## src/rtl/dmi_pkg.sv

```systemverilog
package dmi_pkg;

    // Drive style selected by the mode input
    typedef enum logic {
        MODE_LOW  = 1'b0,
        MODE_HIGH = 1'b1
    } drv_mode_t;

    // Transistor request for one bridge leg
    typedef struct packed {
        logic up;
        logic dn;
    } leg_req_t;

    // Phase offset of leg k in angle counts, for a cycle of full_cnt counts
    function automatic int leg_offset(input int k, input int full_cnt);
        int third;
        third = full_cnt / 3;
        if (k == 0)
            return 0;
        else if (k == 1)
            return third;
        else
            return full_cnt - third;
    endfunction

endpackage

```

## src/rtl/dmi_setpoint.sv

```systemverilog
module dmi_setpoint
    import dmi_pkg::*;
#(
    parameter int ANG_W = 12
) (
    input  logic             clk,
    input  logic             rst,
    input  logic [ANG_W-1:0] angle,
    input  logic [ANG_W-1:0] adv_in,
    input  logic [ANG_W-1:0] blk_in,
    output logic [ANG_W-1:0] theta,
    output logic [ANG_W-1:0] blk_q,
    output logic [2:0]       state_q
);
    localparam int FULL  = 1 << ANG_W;
    localparam int SIXTH = FULL / 6;
    localparam logic [ANG_W-1:0] LIM = ANG_W'(SIXTH);

    logic [ANG_W-1:0] adv_q;
    logic             pend_q;
    logic [ANG_W+2:0] prod;
    logic [2:0]       sector_now;
    logic [ANG_W-1:0] adv_c, blk_c;

    assign theta      = angle + adv_q;
    assign prod       = ({3'b000, theta} << 2) + ({3'b000, theta} << 1);
    assign sector_now = prod[ANG_W+2:ANG_W];
    assign adv_c      = (adv_in > LIM) ? LIM : adv_in;
    assign blk_c      = (blk_in > LIM) ? LIM : blk_in;

    always_ff @(posedge clk) begin
        if (rst) begin
            adv_q   <= '0;
            blk_q   <= LIM;
            state_q <= 3'd0;
            pend_q  <= 1'b1;
        end else if (pend_q || (sector_now != state_q)) begin
            adv_q   <= adv_c;
            blk_q   <= blk_c;
            state_q <= sector_now;
            pend_q  <= 1'b0;
        end
    end

    // latched setpoints never exceed 60 degrees
    assert_sp_clamp_R6: assert property (@(posedge clk) disable iff (rst)
        (adv_q <= LIM) && (blk_q <= LIM));

    // setpoints only move when a new state begins
    assert_sp_hold_R7: assert property (@(posedge clk) disable iff (rst)
        ($stable(state_q) && !$past(pend_q)) |-> ($stable(adv_q) && $stable(blk_q)));

    // state index stays within the six phase-pair states
    assert_state_range_R1: assert property (@(posedge clk) disable iff (rst)
        state_q < 3'd6);

endmodule

```

## src/rtl/dmi_phase_win.sv

```systemverilog
module dmi_phase_win
    import dmi_pkg::*;
#(
    parameter int ANG_W  = 12,
    parameter int OFFSET = 0
) (
    input  logic [ANG_W-1:0] theta,
    input  logic [ANG_W-1:0] blk,
    input  drv_mode_t        mode,
    input  logic             cmp,
    output leg_req_t         req,
    output logic             thy_fwd,
    output logic             thy_rev
);
    localparam int FULL  = 1 << ANG_W;
    localparam int HALF  = FULL / 2;
    localparam int SIXTH = FULL / 6;

    logic [ANG_W-1:0] pos;
    logic [ANG_W:0]   pos_x, blk_eff, up_lim, dn_lim;
    logic             up_win, dn_win, chop_ok;

    assign pos     = theta - ANG_W'(OFFSET);
    assign pos_x   = {1'b0, pos};
    assign blk_eff = (mode == MODE_HIGH) ? {1'b0, blk} : (ANG_W+1)'(SIXTH);
    assign up_lim  = (ANG_W+1)'(HALF) - blk_eff;
    assign dn_lim  = (ANG_W+1)'(FULL) - blk_eff;
    assign up_win  = pos_x < up_lim;
    assign dn_win  = (pos_x >= (ANG_W+1)'(HALF)) && (pos_x < dn_lim);
    assign chop_ok = (mode == MODE_HIGH) || cmp;

    always_comb begin
        req.up = up_win && chop_ok;
        req.dn = dn_win && chop_ok;
    end

    assign thy_fwd = ~pos[ANG_W-1];
    assign thy_rev =  pos[ANG_W-1];

endmodule

```

## src/rtl/dmi_leg_dt.sv

```systemverilog
module dmi_leg_dt
    import dmi_pkg::*;
#(
    parameter int DEAD_CYC = 2
) (
    input  logic     clk,
    input  logic     rst,
    input  logic     kill,
    input  leg_req_t req,
    output logic     up_q,
    output logic     dn_q
);
    localparam int CNT_W = $clog2(DEAD_CYC + 1);
    localparam logic [CNT_W-1:0] DEAD = CNT_W'(DEAD_CYC);

    logic [CNT_W-1:0] cnt_q;
    logic             gap_ok;

    assign gap_ok = (cnt_q == DEAD);

    always_ff @(posedge clk) begin
        if (rst || kill) begin
            up_q  <= 1'b0;
            dn_q  <= 1'b0;
            cnt_q <= '0;
        end else begin
            up_q <= req.up && !req.dn && (up_q || (!dn_q && gap_ok));
            dn_q <= req.dn && !req.up && (dn_q || (!up_q && gap_ok));
            if (up_q || dn_q)
                cnt_q <= '0;
            else if (!gap_ok)
                cnt_q <= cnt_q + 1'b1;
        end
    end

    // Checker-side count of consecutive cycles with both gates low
    logic [CNT_W-1:0] off_run;
    always_ff @(posedge clk) begin
        if (rst)
            off_run <= '0;
        else if (up_q || dn_q)
            off_run <= '0;
        else if (off_run != DEAD)
            off_run <= off_run + 1'b1;
    end

    // the two switches of a leg are never on together
    assert_leg_excl_R8: assert property (@(posedge clk) disable iff (rst)
        !(up_q && dn_q));

    // a switch only turns on after a full dead-time gap
    assert_up_gap_R8: assert property (@(posedge clk) disable iff (rst)
        $rose(up_q) |-> ($past(off_run) == DEAD));
    assert_dn_gap_R8: assert property (@(posedge clk) disable iff (rst)
        $rose(dn_q) |-> ($past(off_run) == DEAD));

    // a kill request silences the leg on the next edge
    assert_leg_kill_R9: assert property (@(posedge clk) disable iff (rst)
        kill |=> (!up_q && !dn_q));

endmodule

```

## src/rtl/dmi_gate_seq.sv

```systemverilog
module dmi_gate_seq
    import dmi_pkg::*;
#(
    parameter int ANG_W    = 12,
    parameter int DEAD_CYC = 2
) (
    input  logic             clk,
    input  logic             rst,
    input  logic [ANG_W-1:0] angle,
    input  logic [ANG_W-1:0] adv_ang,
    input  logic [ANG_W-1:0] blank_ang,
    input  logic             mode_hi,
    input  logic [2:0]       cmp,
    input  logic             fault,
    output logic [2:0]       q_up,
    output logic [2:0]       q_dn,
    output logic [2:0]       t_fwd,
    output logic [2:0]       t_rev,
    output logic [2:0]       state_idx,
    output logic             hs_mode
);
    localparam int FULL   = 1 << ANG_W;
    localparam int N_LEGS = 3;

    logic [ANG_W-1:0] theta, blk_q;
    logic             fault_q;
    drv_mode_t        mode_q;
    leg_req_t         req [N_LEGS];
    logic [2:0]       fwd_c, rev_c;

    dmi_setpoint #(.ANG_W(ANG_W)) u_sp (
        .clk     (clk),
        .rst     (rst),
        .angle   (angle),
        .adv_in  (adv_ang),
        .blk_in  (blank_ang),
        .theta   (theta),
        .blk_q   (blk_q),
        .state_q (state_idx)
    );

    always_ff @(posedge clk) begin
        if (rst) begin
            fault_q <= 1'b0;
            mode_q  <= MODE_LOW;
            t_fwd   <= '0;
            t_rev   <= '0;
        end else begin
            fault_q <= fault_q | fault;
            mode_q  <= drv_mode_t'(mode_hi);
            t_fwd   <= fault_q ? 3'b000 : fwd_c;
            t_rev   <= fault_q ? 3'b000 : rev_c;
        end
    end

    assign hs_mode = (mode_q == MODE_HIGH);

    for (genvar k = 0; k < N_LEGS; k++) begin : g_leg
        dmi_phase_win #(
            .ANG_W  (ANG_W),
            .OFFSET (leg_offset(k, FULL))
        ) u_win (
            .theta   (theta),
            .blk     (blk_q),
            .mode    (mode_q),
            .cmp     (cmp[k]),
            .req     (req[k]),
            .thy_fwd (fwd_c[k]),
            .thy_rev (rev_c[k])
        );

        dmi_leg_dt #(.DEAD_CYC(DEAD_CYC)) u_leg (
            .clk  (clk),
            .rst  (rst),
            .kill (fault_q),
            .req  (req[k]),
            .up_q (q_up[k]),
            .dn_q (q_dn[k])
        );
    end

    // the two thyristors of a phase are never fired together
    assert_thy_excl_R5: assert property (@(posedge clk) disable iff (rst)
        (t_fwd & t_rev) == 3'b000);

    // once a fault is latched, all gates go low on the following edge
    assert_fault_quiet_R9: assert property (@(posedge clk) disable iff (rst)
        fault_q |=> ({q_up, q_dn, t_fwd, t_rev} == 12'd0));

    // the mode flag follows the mode input one cycle later
    assert_mode_flag_R11: assert property (@(posedge clk) disable iff (rst)
        $past(!rst) |-> (hs_mode == $past(mode_hi)));

endmodule

```

## config.mk

```make
export PLATFORM = sky130hd
export DESIGN_NAME = dmi_gate_seq
export DESIGN_NICKNAME = d
export VERILOG_FILES = /design/src/rtl/dmi_pkg.sv /design/src/rtl/dmi_setpoint.sv /design/src/rtl/dmi_phase_win.sv /design/src/rtl/dmi_leg_dt.sv /design/src/rtl/dmi_gate_seq.sv
export SDC_FILE = /design/constraint.sdc
export NUM_CORES = 1
export LEC_CHECK = 0
export BUFFER_PORTS_ARGS = -buffer_cell sky130_fd_sc_hd__buf_2
export CAP_MARGIN = 10
export CELL_PAD_IN_SITES_DETAIL_PLACEMENT = 2
export CELL_PAD_IN_SITES_GLOBAL_PLACEMENT = 2
export CORE_MARGIN = 5
export CORE_UTILIZATION = 35
export CTS_CLUSTER_DIAMETER = 40
export DETAILED_ROUTE_END_ITERATION = 7
export PLACE_DENSITY_LB_ADDON = 0.1
export SYNTH_ARGS = -nofsm -noshare
export SYNTH_HDL_FRONTEND = slang
export SYNTH_SLANG_ARGS = --single-unit
```

## constraint.sdc

```tcl
create_clock -name clk -period 7.1 [get_ports clk]
set_input_delay 1.065 -clock clk [delete_from_list [all_inputs] [get_ports clk]]
set_output_delay 1.065 -clock clk [all_outputs]
set_load 0.01 [all_outputs]
```

; Word-level counts from Yosys, hierarchy flattened
; Index checks and enable logic that the tools add are counted.
[op_classes]
addsub = 9
magnitude_cmp = 11
n_eq_ne = 4
n_mux = 3
bitwise = 4
n_reduce_logical = 57
[ops]
columns = op, n
row1 = 12-bit by 13-bit < comparator with 1-bit output, 6
row2 = 12-bit >= comparator (second input constant), 3
row3 = 12-bit two-way mux, 3
row4 = 1-bit logical AND, 27
row5 = 12-bit by 10-bit > comparator with 1-bit output (second input constant), 2
row6 = 14-bit by 13-bit adder with 15-bit output, 1
row7 = 1-bit logical OR, 14
row8 = 12-bit by 13-bit subtractor with 13-bit output (first input constant), 1
row9 = 13-bit subtractor (first input constant), 1
row10 = 12-bit adder, 1
row11 = 1-bit zero test, 12
row12 = 12-bit by 11-bit subtractor with 12-bit output (second input constant), 1
row13 = 12-bit subtractor (second input constant), 1
row14 = 2-bit OR reduction, 4
row15 = 2-bit by 1-bit adder with 2-bit output (second input constant), 3
row16 = 2-bit == test (second input constant), 3
row17 = 3-bit inequality test, 1
row18 = 1-bit NOT, 3
row19 = 1-bit OR, 1
[word_totals]
regBits = 48
inputBits = 43
output_inout_bits = 16

; Logic depth before layout (Yosys ltp)
; Gate-level depths: netlist (run 1).
[depth]
ltp_word = 8
ltp_mapped = 20
ltp_nobuf = 20

; Cells and area by module
; A second synthesis (run 1) with hierarchy kept.
[unflattened]
cells_unflattened = 613
area_unflattened_um2 = 5149.9
[by_module_without_submodules]
columns = module, n_inst, cells_each, area_per_inst_um2, seq_area_each_um2
row1 = dmi_setpoint, 1, 240, 2109.5, 560.5
row2 = dmi_phase_win at g_leg[1].u_win, 1, 116, 853.3, 0.0
row3 = dmi_phase_win at g_leg[2].u_win, 1, 107, 770.7, 0.0
row4 = dmi_phase_win at g_leg[0].u_win, 1, 80, 635.6, 0.0
row5 = dmi_leg_dt, 3, 18, 186.4, 80.1
row6 = dmi_gate_seq, 1, 16, 221.5, 160.2

; Least setup slack after synthesis (run 1)
; Ideal clock, no wire load.
[synth_path]
path_kind = input -> register
startpoint = in angle[0]
endpoint = reg u_sp.adv_q[8]
setup_ps = 132
arrival_ps = 4966
required_ps = 6968
slack_ps = 2002
path_stages = 17
n_path_buf = 1
cell_sequence = ha_1 -> fa_1 -> a21oi_2 -> o221ai_1 -> xor2_1 -> ha_1 -> nor2b_1 -> a221oi_1 -> nand3_1 -> or3b_2 -> a31oi_2 -> a211oi_4 -> a21oi_4 -> xnor3_2 -> buf_4 -> o211ai_1 -> a21oi_1
[synth_via]
elab_chain_cells = 4
[synth_rtl]
columns = item, line
row1 = from (decl), dmi_gate_seq.sv:9  ; input logic [ANG_W-1:0] angle,
row2 = 12-bit adder, dmi_setpoint.sv:25  ; assign theta = angle + adv_q;
row3 = 14-bit by 13-bit adder with 15-bit output, dmi_setpoint.sv:26  ; assign prod = ({3'b000, theta} << 2) + ({3'b000, theta} << 1);
row4 = 3-bit inequality test, dmi_setpoint.sv:37  ; end else if (pend_q || (sector_now != state_q)) begin
row5 = 1-bit logical OR, dmi_setpoint.sv:37
row6 = to (signal assigned), dmi_setpoint.sv:38  ; adv_q <= adv_c;
row7 = to (decl), dmi_setpoint.sv:19  ; logic [ANG_W-1:0] adv_q;
; No other way between the ends.
; A chain may end at the register's enable or synchronous reset.

; Final worst setup path (run 1)
[layout_path]
startpoint = in angle[0]
endpoint = reg u_sp.adv_q[10]
; The elaborated chain is that of the path after synthesis.

==> run_summary.xml, run 1 <==
<?xml version="1.0" encoding="UTF-8"?>
<metrics>
  <group name="run_status">
    <metric name="status" unit="">finished clean</metric>
  </group>
  <group name="die">
    <metric name="start_util" unit="%">35.4</metric>
    <metric name="floorplan.rows" unit="">41</metric>
    <metric name="die_x" unit="um">123</metric>
    <metric name="floorplan.die_area" unit="mm^2">0.0150</metric>
    <metric name="core_footprint" unit="mm^2">0.0125</metric>
    <metric name="die_height" unit="um">123</metric>
    <metric name="floorplan.io_pins" unit="">59</metric>
  </group>
  <group name="power_and_ir_drop">
    <metric name="p_leak" unit="nW">2.31</metric>
    <metric name="vdd.ir_drop.worst" unit="uV">166</metric>
    <metric name="pwr_density_cell" unit="mW/mm^2">336</metric>
    <metric name="totalPowerFinal" unit="mW">1.70</metric>
  </group>
  <group name="clocking">
    <metric name="cts-hold-fix-buffers" unit="">0</metric>
    <metric name="root_buffer" unit="">clkbuf_16</metric>
    <metric name="ctsHtreeMaxLevel" unit="">2</metric>
    <metric name="cts.repair_timing.setup_buffer_count" unit="">0</metric>
    <metric name="worst_setup_hold_path_clk_slew" unit="ps">70</metric>
    <metric name="clock_tree_from_tritoncts" unit="">done</metric>
    <metric name="clk-insertion-delay-late" unit="ps">290</metric>
    <metric name="postCtsResizedCells" unit="">0</metric>
    <metric name="cts.sinks" unit="">48</metric>
    <metric name="cts_made_buffers" unit="">5</metric>
    <metric name="max-clock-path-buffers" unit="">2</metric>
  </group>
  <group name="synthesis">
    <metric name="synth-edff-count" unit="">0</metric>
    <metric name="synth.yosys.warnings" unit="">0</metric>
    <metric name="synth_seq_cells" unit="">48</metric>
    <metric name="postSynthAreaPerCell" unit="um^2">8.55</metric>
    <metric name="synth_flop_cell" unit="">dfxtp_1</metric>
    <metric name="synthDistinctLibCells" unit="">73</metric>
    <metric name="synth_nets" unit="">637</metric>
    <metric name="syn-instance-count" unit="">519</metric>
    <metric name="sequential_cell_area_fraction_in_the_yosys_report" unit="%">21.7</metric>
    <metric name="proportion_of_synthesized_flip_flops_having_asynchronous_set_or_reset" unit="%">0</metric>
    <metric name="synthesis.area" unit="mm^2">0.00444</metric>
  </group>
  <group name="setup_path">
    <metric name="worst_ep_required_time" unit="ps">7330</metric>
    <metric name="r2r_cells" unit="">16</metric>
    <metric name="rrSetupSlack" unit="ps">1970</metric>
    <metric name="critPathCaptureType" unit="">flop</metric>
    <metric name="class_of_the_most_critical_setup_path" unit="">in -&gt; reg</metric>
    <metric name="critical_path_peak_fanout" unit="">15</metric>
    <metric name="r2r_start" unit="">u_sp.adv_q[0]$_SDFFE_PP0P_</metric>
    <metric name="capturing_point_of_the_worst_reg2reg_path" unit="">u_sp.adv_q[10]$_SDFFE_PP0P_</metric>
    <metric name="cp.arrival" unit="ps">5890</metric>
    <metric name="start_kind" unit="">primary input</metric>
  </group>
  <group name="cells_and_area">
    <metric name="fraction_of_layout_instances_using_a_drive_strength_above_1" unit="%">16.3</metric>
    <metric name="fillCellCount" unit="">1461</metric>
    <metric name="finalCoreUtilization" unit="%">40.3</metric>
    <metric name="total_area_of_multi_input_combinational_cells" unit="mm^2">0.00325</metric>
    <metric name="final_nets" unit="">687</metric>
    <metric name="synthToLayoutAreaGrowth" unit="%">13.8</metric>
    <metric name="final_design_area_no_fill" unit="mm^2">0.00505</metric>
    <metric name="layout.area.seq" unit="um^2">961</metric>
    <metric name="n_antenna_cell" unit="">0</metric>
  </group>
  <group name="sta">
    <metric name="layout_min_cycle_time" unit="ps">5660</metric>
    <metric name="setup_violations" unit="">0</metric>
    <metric name="rsz0062_at_grt" unit="">no</metric>
    <metric name="clock.fmax" unit="GHz">0.177</metric>
    <metric name="tightest_slew" unit="ps">1050</metric>
    <metric name="slew_headroom" unit="%">29.6</metric>
    <metric name="setup_total_negative_slack" unit="ps">0</metric>
    <metric name="report.final.hold_viol_count" unit="">0</metric>
    <metric name="final_min_period_over_clock_period" unit="%">79.6</metric>
    <metric name="slew_violations" unit="">0</metric>
    <metric name="finalClockSkew" unit="ps">5.20</metric>
  </group>
  <group name="detailed_routing">
    <metric name="wl_per_cell" unit="um">18.7</metric>
    <metric name="detail_route.drc_violations" unit="">0</metric>
    <metric name="initialDrtViolationCount" unit="">134</metric>
    <metric name="drt_total_wl" unit="mm">13.9</metric>
    <metric name="drt_pass1_iterations" unit="">4</metric>
    <metric name="vias_per_cell" unit="">5.44</metric>
    <metric name="route.antenna.remaining_nets" unit="">0</metric>
    <metric name="vias" unit="">4039</metric>
  </group>
  <group name="global_route">
    <metric name="global_route.overflow_total" unit="">0</metric>
    <metric name="all_layer_gr_usage" unit="%">19.3</metric>
    <metric name="grt_pass1_wl" unit="mm">22.8</metric>
    <metric name="grt_max_degree" unit="">28</metric>
    <metric name="number_of_antenna_violations_at_the_first_check_in_global_routing" unit="">0</metric>
    <metric name="via_count_of_the_first_global_routing_pass" unit="">4462</metric>
  </group>
  <group name="placement">
    <metric name="gp_routability_congestion" unit="">0.793</metric>
    <metric name="io_buffers" unit="">58</metric>
    <metric name="area_of_placed_instances" unit="mm^2">0.00487</metric>
    <metric name="dp.final_hpwl" unit="mm">11.6</metric>
  </group>
  <group name="hold_path">
    <metric name="min-delay-path-class" unit="">reg -&gt; reg</metric>
    <metric name="hold_start" unit="">u_sp.adv_q[11]$_SDFFE_PP0P_</metric>
    <metric name="hold_path_depth" unit="">1</metric>
    <metric name="timing.hold.worst_endpoint" unit="">u_sp.adv_q[11]$_SDFFE_PP0P_</metric>
  </group>
  <group name="run">
    <metric name="maximum_capacitance_violations" unit="">0</metric>
  </group>
</metrics>
state kept, by name (all words and copies together), names as in the netlist:
name,flops
t_fwd,3
t_rev,3
u_sp.state_q,3
u_sp.adv_q,12
hs_mode,1
g_leg.u_leg.up_q,3
g_leg.u_leg.cnt_q,6
u_sp.pend_q,1
g_leg.u_leg.dn_q,3
u_sp.blk_q,12
fault_q,1
synth_stat cells, drive strengths merged, types with 2 or more instances:
cell type  instances  area (um^2)
or3                2         12.5
xnor3              2         46.3
a221oi             2         23.8
a211oi             6         70.1
o221ai             3         26.3
clkbuf             7         26.3
nor3              14         70.1
o21bai             3         22.5
nand4              9         56.3
a2111oi            3         35.0
nor2b             13         81.3
or3b               2         17.5
nand2b             5         31.3
xor2              14          123
o311ai             2         17.5
inv               33          124
o41a               2         22.5
xnor2             31          287
nor4              15         93.8
or4b               2         20.0
buf               12         76.3
o21a               5         37.5
o21ai             25          129
and3               6         37.5
nor3b              2         15.0
and2               8         50.1
o2111ai            2         17.5
a21oi             40          219
a31oi              3         25.0
nand4b             2         17.5
dfxtp             48          961
nand3b             3         22.5
ha                74          926
nor2              40          153
o22ai              2         18.8
or2                4         25.0
nand2             16         60.1
nor4b              3         26.3
o41ai              4         42.6
nand3             13         65.1
a21o              21          158
o211ai             5         42.5
kinds of logic (layout without fill, tap and decap cells):
kind of cell | after synthesis | count (layout) | share of synthesized area (%)
multiplexers | 2 | 2 | 0.479
flip-flops | 48 | 48 | 21.7
buffers and inverters | 53 | 104 | 5.19
AND/OR/NAND/NOR | 161 | 161 | 19.6
adder cells (fa/ha/maj) | 75 | 75 | 21.3
AO/OA/AOI/OAI | 133 | 133 | 21.5
XOR/XNOR | 47 | 47 | 10.3
worst max path at each step:
| stage | end | from | slack [ps] |
|---|---|---|---|
| 2_1_floorplan | u_sp.adv_q[8]$_SDFFE_PP0P_ | angle[0] | 2000 |
| 3_3_place_gp | u_sp.blk_q[2]$_SDFFE_PP0P_ | angle[0] | 1380 |
| 3_5_place_dp | u_sp.blk_q[4]$_SDFFE_PP0P_ | angle[0] | 1180 |
| 4_1_cts | u_sp.blk_q[11]$_SDFFE_PP0P_ | angle[0] | 1490 |
| 5_1_grt | u_sp.blk_q[6]$_SDFFE_PP0P_ | angle[0] | 1150 |
| 6_report | u_sp.adv_q[10]$_SDFFE_PP0P_ | angle[0] | 1440 |
through the flow:
stage,instances,hold slack [ps],setup slack [ps]
2_1_floorplan,519,446,2000
3_3_place_gp,734,466,1380
3_5_place_dp,734,484,1180
4_1_cts,742,496,1490
5_1_grt,742,508,1150
6_report,742,493,1440
layer usage:
metal | track usage (%) | part of all wire (%) | routed length (um)
met1 | 23.4 | 45 | 6230
met2 | 35.8 | 52 | 7170
met3 | 2.95 | 2.5 | 350
met4 | 3.99 | 1.2 | 161
met5 | 0 | 0 | 0
placed cells by master, fill, tap and decap left out, types with 4 or more instances in the layout:
master     count
ha_1          74
nand4_1        9
nand3_1       13
xnor2_1       29
a211oi_1       4
nor4_1        15
xor2_1        14
nor2_1        39
nand2_1       16
nand2b_1       5
o21a_1         5
and2_1         8
dfxtp_1       48
nor3_1        14
o211ai_1       4
nor2b_1       13
inv_1         33
o21ai_0       22
a21o_1        21
buf_2         58
and3_1         6
clkbuf_16      5
a21oi_1       37
buf_4          4
final cells by class:
class / count / share of cell area, %
repair buffers: 62 / 6.35
clock inverters: 2 / 0.768
well taps: 172 / 4.26
inverters: 34 / 2.53
clock buffers: 6 / 2.75
multi-input cells: 418 / 64.3
flip-flops and latches: 48 / 19.0
worst max-delay path, cell delays in order:
cell      delay (ps)
buf_2            100
ha_1             240
fa_1             430
a21oi_2          190
o221ai_1         200
xor2_1           570
ha_1             370
nor2b_1          140
a221oi_1         270
nand3_1          180
or3b_2           480
a31oi_2          230
a211oi_4         110
a21oi_4          230
xnor3_2          450
nor2_2           380
and3_1           230
power breakdown:
group | switching, mW | internal, mW | leakage (nW) | total [mW]
logic | 0.647 | 0.433 | 1.83 | 1.08
clock network | 0.108 | 0.177 | 0.0871 | 0.284
registers | 0.0304 | 0.301 | 0.394 | 0.331
total | 0.786 | 0.910 | 2.31 | 1.70
(Power assumes the default switching activity.)
==> run 2, diff against run 1 <==
==> constraint.sdc (replaced) <==
create_clock -name clk -period 5.6 [get_ports clk]
set_input_delay 0.84 -clock clk [delete_from_list [all_inputs] [get_ports clk]]
set_output_delay 0.84 -clock clk [all_outputs]
set_load 0.01 [all_outputs]
==> run 2 against run 1 <==
Against the previous run:
- design area grew 0.40%
- clock-buffer cell count is 1 lower
- clock skew grew 1.6 ps
- register-to-register slack worse by 1200 ps
==> run_summary.xml, run 2 (synthesis gave the netlist of run 1 again) <==
<?xml version="1.0" encoding="UTF-8"?>
<metrics>
  <group name="hold_path">
    <metric name="hold_path_depth" unit="">2</metric>
    <metric name="timing.hold.worst_endpoint" unit="">fault_q$_SDFF_PP0_</metric>
    <metric name="min-delay-path-class" unit="">reg -&gt; reg</metric>
    <metric name="hold_start" unit="">fault_q$_SDFF_PP0_</metric>
  </group>
  <group name="placement">
    <metric name="io_buffers" unit="">58</metric>
    <metric name="dp.final_hpwl" unit="mm">11.6</metric>
    <metric name="gp_routability_congestion" unit="">0.828</metric>
  </group>
  <group name="clocking">
    <metric name="max-clock-path-buffers" unit="">2</metric>
    <metric name="cts_made_buffers" unit="">5</metric>
    <metric name="clock_tree_from_tritoncts" unit="">done</metric>
    <metric name="root_buffer" unit="">clkbuf_16</metric>
    <metric name="worst_setup_hold_path_clk_slew" unit="ps">70</metric>
    <metric name="clk-insertion-delay-late" unit="ps">290</metric>
    <metric name="ctsHtreeMaxLevel" unit="">2</metric>
    <metric name="cts.sinks" unit="">48</metric>
  </group>
  <group name="detailed_routing">
    <metric name="vias_per_cell" unit="">5.47</metric>
    <metric name="detail_route.drc_violations" unit="">0</metric>
    <metric name="drt_pass1_iterations" unit="">4</metric>
    <metric name="route.antenna.remaining_nets" unit="">0</metric>
    <metric name="vias" unit="">4093</metric>
    <metric name="initialDrtViolationCount" unit="">123</metric>
    <metric name="wl_per_cell" unit="um">18.6</metric>
    <metric name="drt_total_wl" unit="mm">13.9</metric>
  </group>
  <group name="power_and_ir_drop">
    <metric name="totalPowerFinal" unit="mW">2.13</metric>
    <metric name="pwr_density_cell" unit="mW/mm^2">420</metric>
    <metric name="vdd.ir_drop.worst" unit="uV">163</metric>
    <metric name="p_leak" unit="nW">2.32</metric>
  </group>
  <group name="setup_path">
    <metric name="r2r_cells" unit="">17</metric>
    <metric name="r2r_start" unit="">u_sp.adv_q[0]$_SDFFE_PP0P_</metric>
    <metric name="critical_path_peak_fanout" unit="">10</metric>
    <metric name="start_kind" unit="">primary input</metric>
    <metric name="worst_ep_required_time" unit="ps">5780</metric>
    <metric name="cp.arrival" unit="ps">5340</metric>
    <metric name="critPathCaptureType" unit="">flop</metric>
    <metric name="rrSetupSlack" unit="ps">740</metric>
    <metric name="class_of_the_most_critical_setup_path" unit="">in -&gt; reg</metric>
    <metric name="capturing_point_of_the_worst_reg2reg_path" unit="">u_sp.adv_q[1]$_SDFFE_PP0P_</metric>
  </group>
  <group name="global_route">
    <metric name="grt_max_degree" unit="">28</metric>
    <metric name="all_layer_gr_usage" unit="%">18.8</metric>
    <metric name="grt_pass1_wl" unit="mm">22.3</metric>
    <metric name="global_route.overflow_total" unit="">0</metric>
    <metric name="via_count_of_the_first_global_routing_pass" unit="">4451</metric>
    <metric name="number_of_antenna_violations_at_the_first_check_in_global_routing" unit="">0</metric>
  </group>
  <group name="sta">
    <metric name="tightest_slew" unit="ps">957</metric>
    <metric name="report.final.hold_viol_count" unit="">0</metric>
    <metric name="slew_headroom" unit="%">35.7</metric>
    <metric name="finalClockSkew" unit="ps">6.80</metric>
    <metric name="setup_violations" unit="">0</metric>
    <metric name="rsz0062_at_grt" unit="">no</metric>
    <metric name="slew_violations" unit="">0</metric>
    <metric name="layout_min_cycle_time" unit="ps">5160</metric>
    <metric name="final_min_period_over_clock_period" unit="%">92.1</metric>
    <metric name="final.hold.worst_slack" unit="ps">497</metric>
    <metric name="clock.fmax" unit="GHz">0.194</metric>
  </group>
  <group name="die">
    <metric name="die_x" unit="um">123</metric>
    <metric name="start_util" unit="%">35.4</metric>
    <metric name="floorplan.io_pins" unit="">59</metric>
    <metric name="floorplan.die_area" unit="mm^2">0.0150</metric>
    <metric name="die_height" unit="um">123</metric>
    <metric name="core_footprint" unit="mm^2">0.0125</metric>
    <metric name="floorplan.rows" unit="">41</metric>
  </group>
  <group name="run">
    <metric name="maximum_capacitance_violations" unit="">0</metric>
  </group>
  <group name="cells_and_area">
    <metric name="biggestRegsByFlops" unit="">u_sp.adv_q (12), u_sp.blk_q (12), g_leg.u_leg.cnt_q (6)</metric>
    <metric name="n_antenna_cell" unit="">0</metric>
    <metric name="synthToLayoutAreaGrowth" unit="%">14.2</metric>
    <metric name="fraction_of_layout_instances_using_a_drive_strength_above_1" unit="%">17.4</metric>
    <metric name="most-common-layout-cells" unit="">ha_1, buf_2, dfxtp_1</metric>
    <metric name="final_common_cell" unit="">ha_1</metric>
    <metric name="final_nets" unit="">694</metric>
  </group>
  <group name="run_status">
    <metric name="status" unit="">finished clean</metric>
  </group>
</metrics>
-- run 2: what timing repair did --
item / in CTS / in global routing
hold buffers: 0 / 0
setup buffers: 0 / 0
endpoints found under the setup margin: 0 / 14
resized for setup: 0 / 1
-- run 2: area by class of cell --
class | instances | area [um^2]
tap | 172 | 215
sequential | 48 | 961
inverter | 34 | 128
clock buffer | 5 | 125
fill | 1479 | 7450
timing repair buffer | 69 | 373
multi-input combinational | 418 | 3250
clock inverter | 2 | 12.5
-- run 2: worst max path at each step --
stage	from	to	slack, ps	cells after the start
2_1_floorplan	angle[0]	u_sp.adv_q[8]$_SDFFE_PP0P_	730	17
3_3_place_gp	angle[0]	u_sp.adv_q[1]$_SDFFE_PP0P_	150	18
3_5_place_dp	angle[0]	u_sp.adv_q[1]$_SDFFE_PP0P_	-90	18
4_1_cts	angle[0]	u_sp.adv_q[1]$_SDFFE_PP0P_	220	18
5_1_grt	angle[0]	u_sp.blk_q[6]$_SDFFE_PP0P_	120	17
6_report	angle[0]	u_sp.adv_q[1]$_SDFFE_PP0P_	440	18
-- run 2: critical path, stage by stage --
cell and delay [ps]:
buf_2 100, ha_1 240, fa_1 440, a21oi_2 190
o221ai_1 220, xor2_2 410, ha_1 330, nor2b_1 140
a221oi_1 230, nand3_1 180, or3b_2 500, a31oi_2 240
a211oi_4 110, a21oi_4 240, xnor3_2 340, buf_4 200
nor3_1 50, a2111oi_1 330
-- run 2: power by group --
group          internal, mW  switching (mW)  leakage [nW]
clock network         0.162           0.132        0.0657
registers             0.382          0.0341         0.394
logic                 0.585           0.835          1.86
total                  1.13            1.00          2.32
-- run 2: layer usage --
| layer | share of wire [%] | GRT usage, % |
|---|---|---|
| met2 | 50 | 33.8 |
| met3 | 2.3 | 2.44 |
| met5 | 0 | 0 |
| met4 | 2.6 | 6.02 |
| met1 | 45 | 23.3 |
-- run 2: stage by stage --
stage	setup WS (ps)	util, %	instances	instance area, um^2	setup TNS [ps]
final	441	40.5	748	5070	0
after CTS	219	40.4	748	5060	0
after global placement	149	39.3	741	4920	0
after detailed placement	-88.4	39.3	741	4920	-893
after floorplan	727	-	519	4440	0
after global routing	123	40.5	748	5070	0
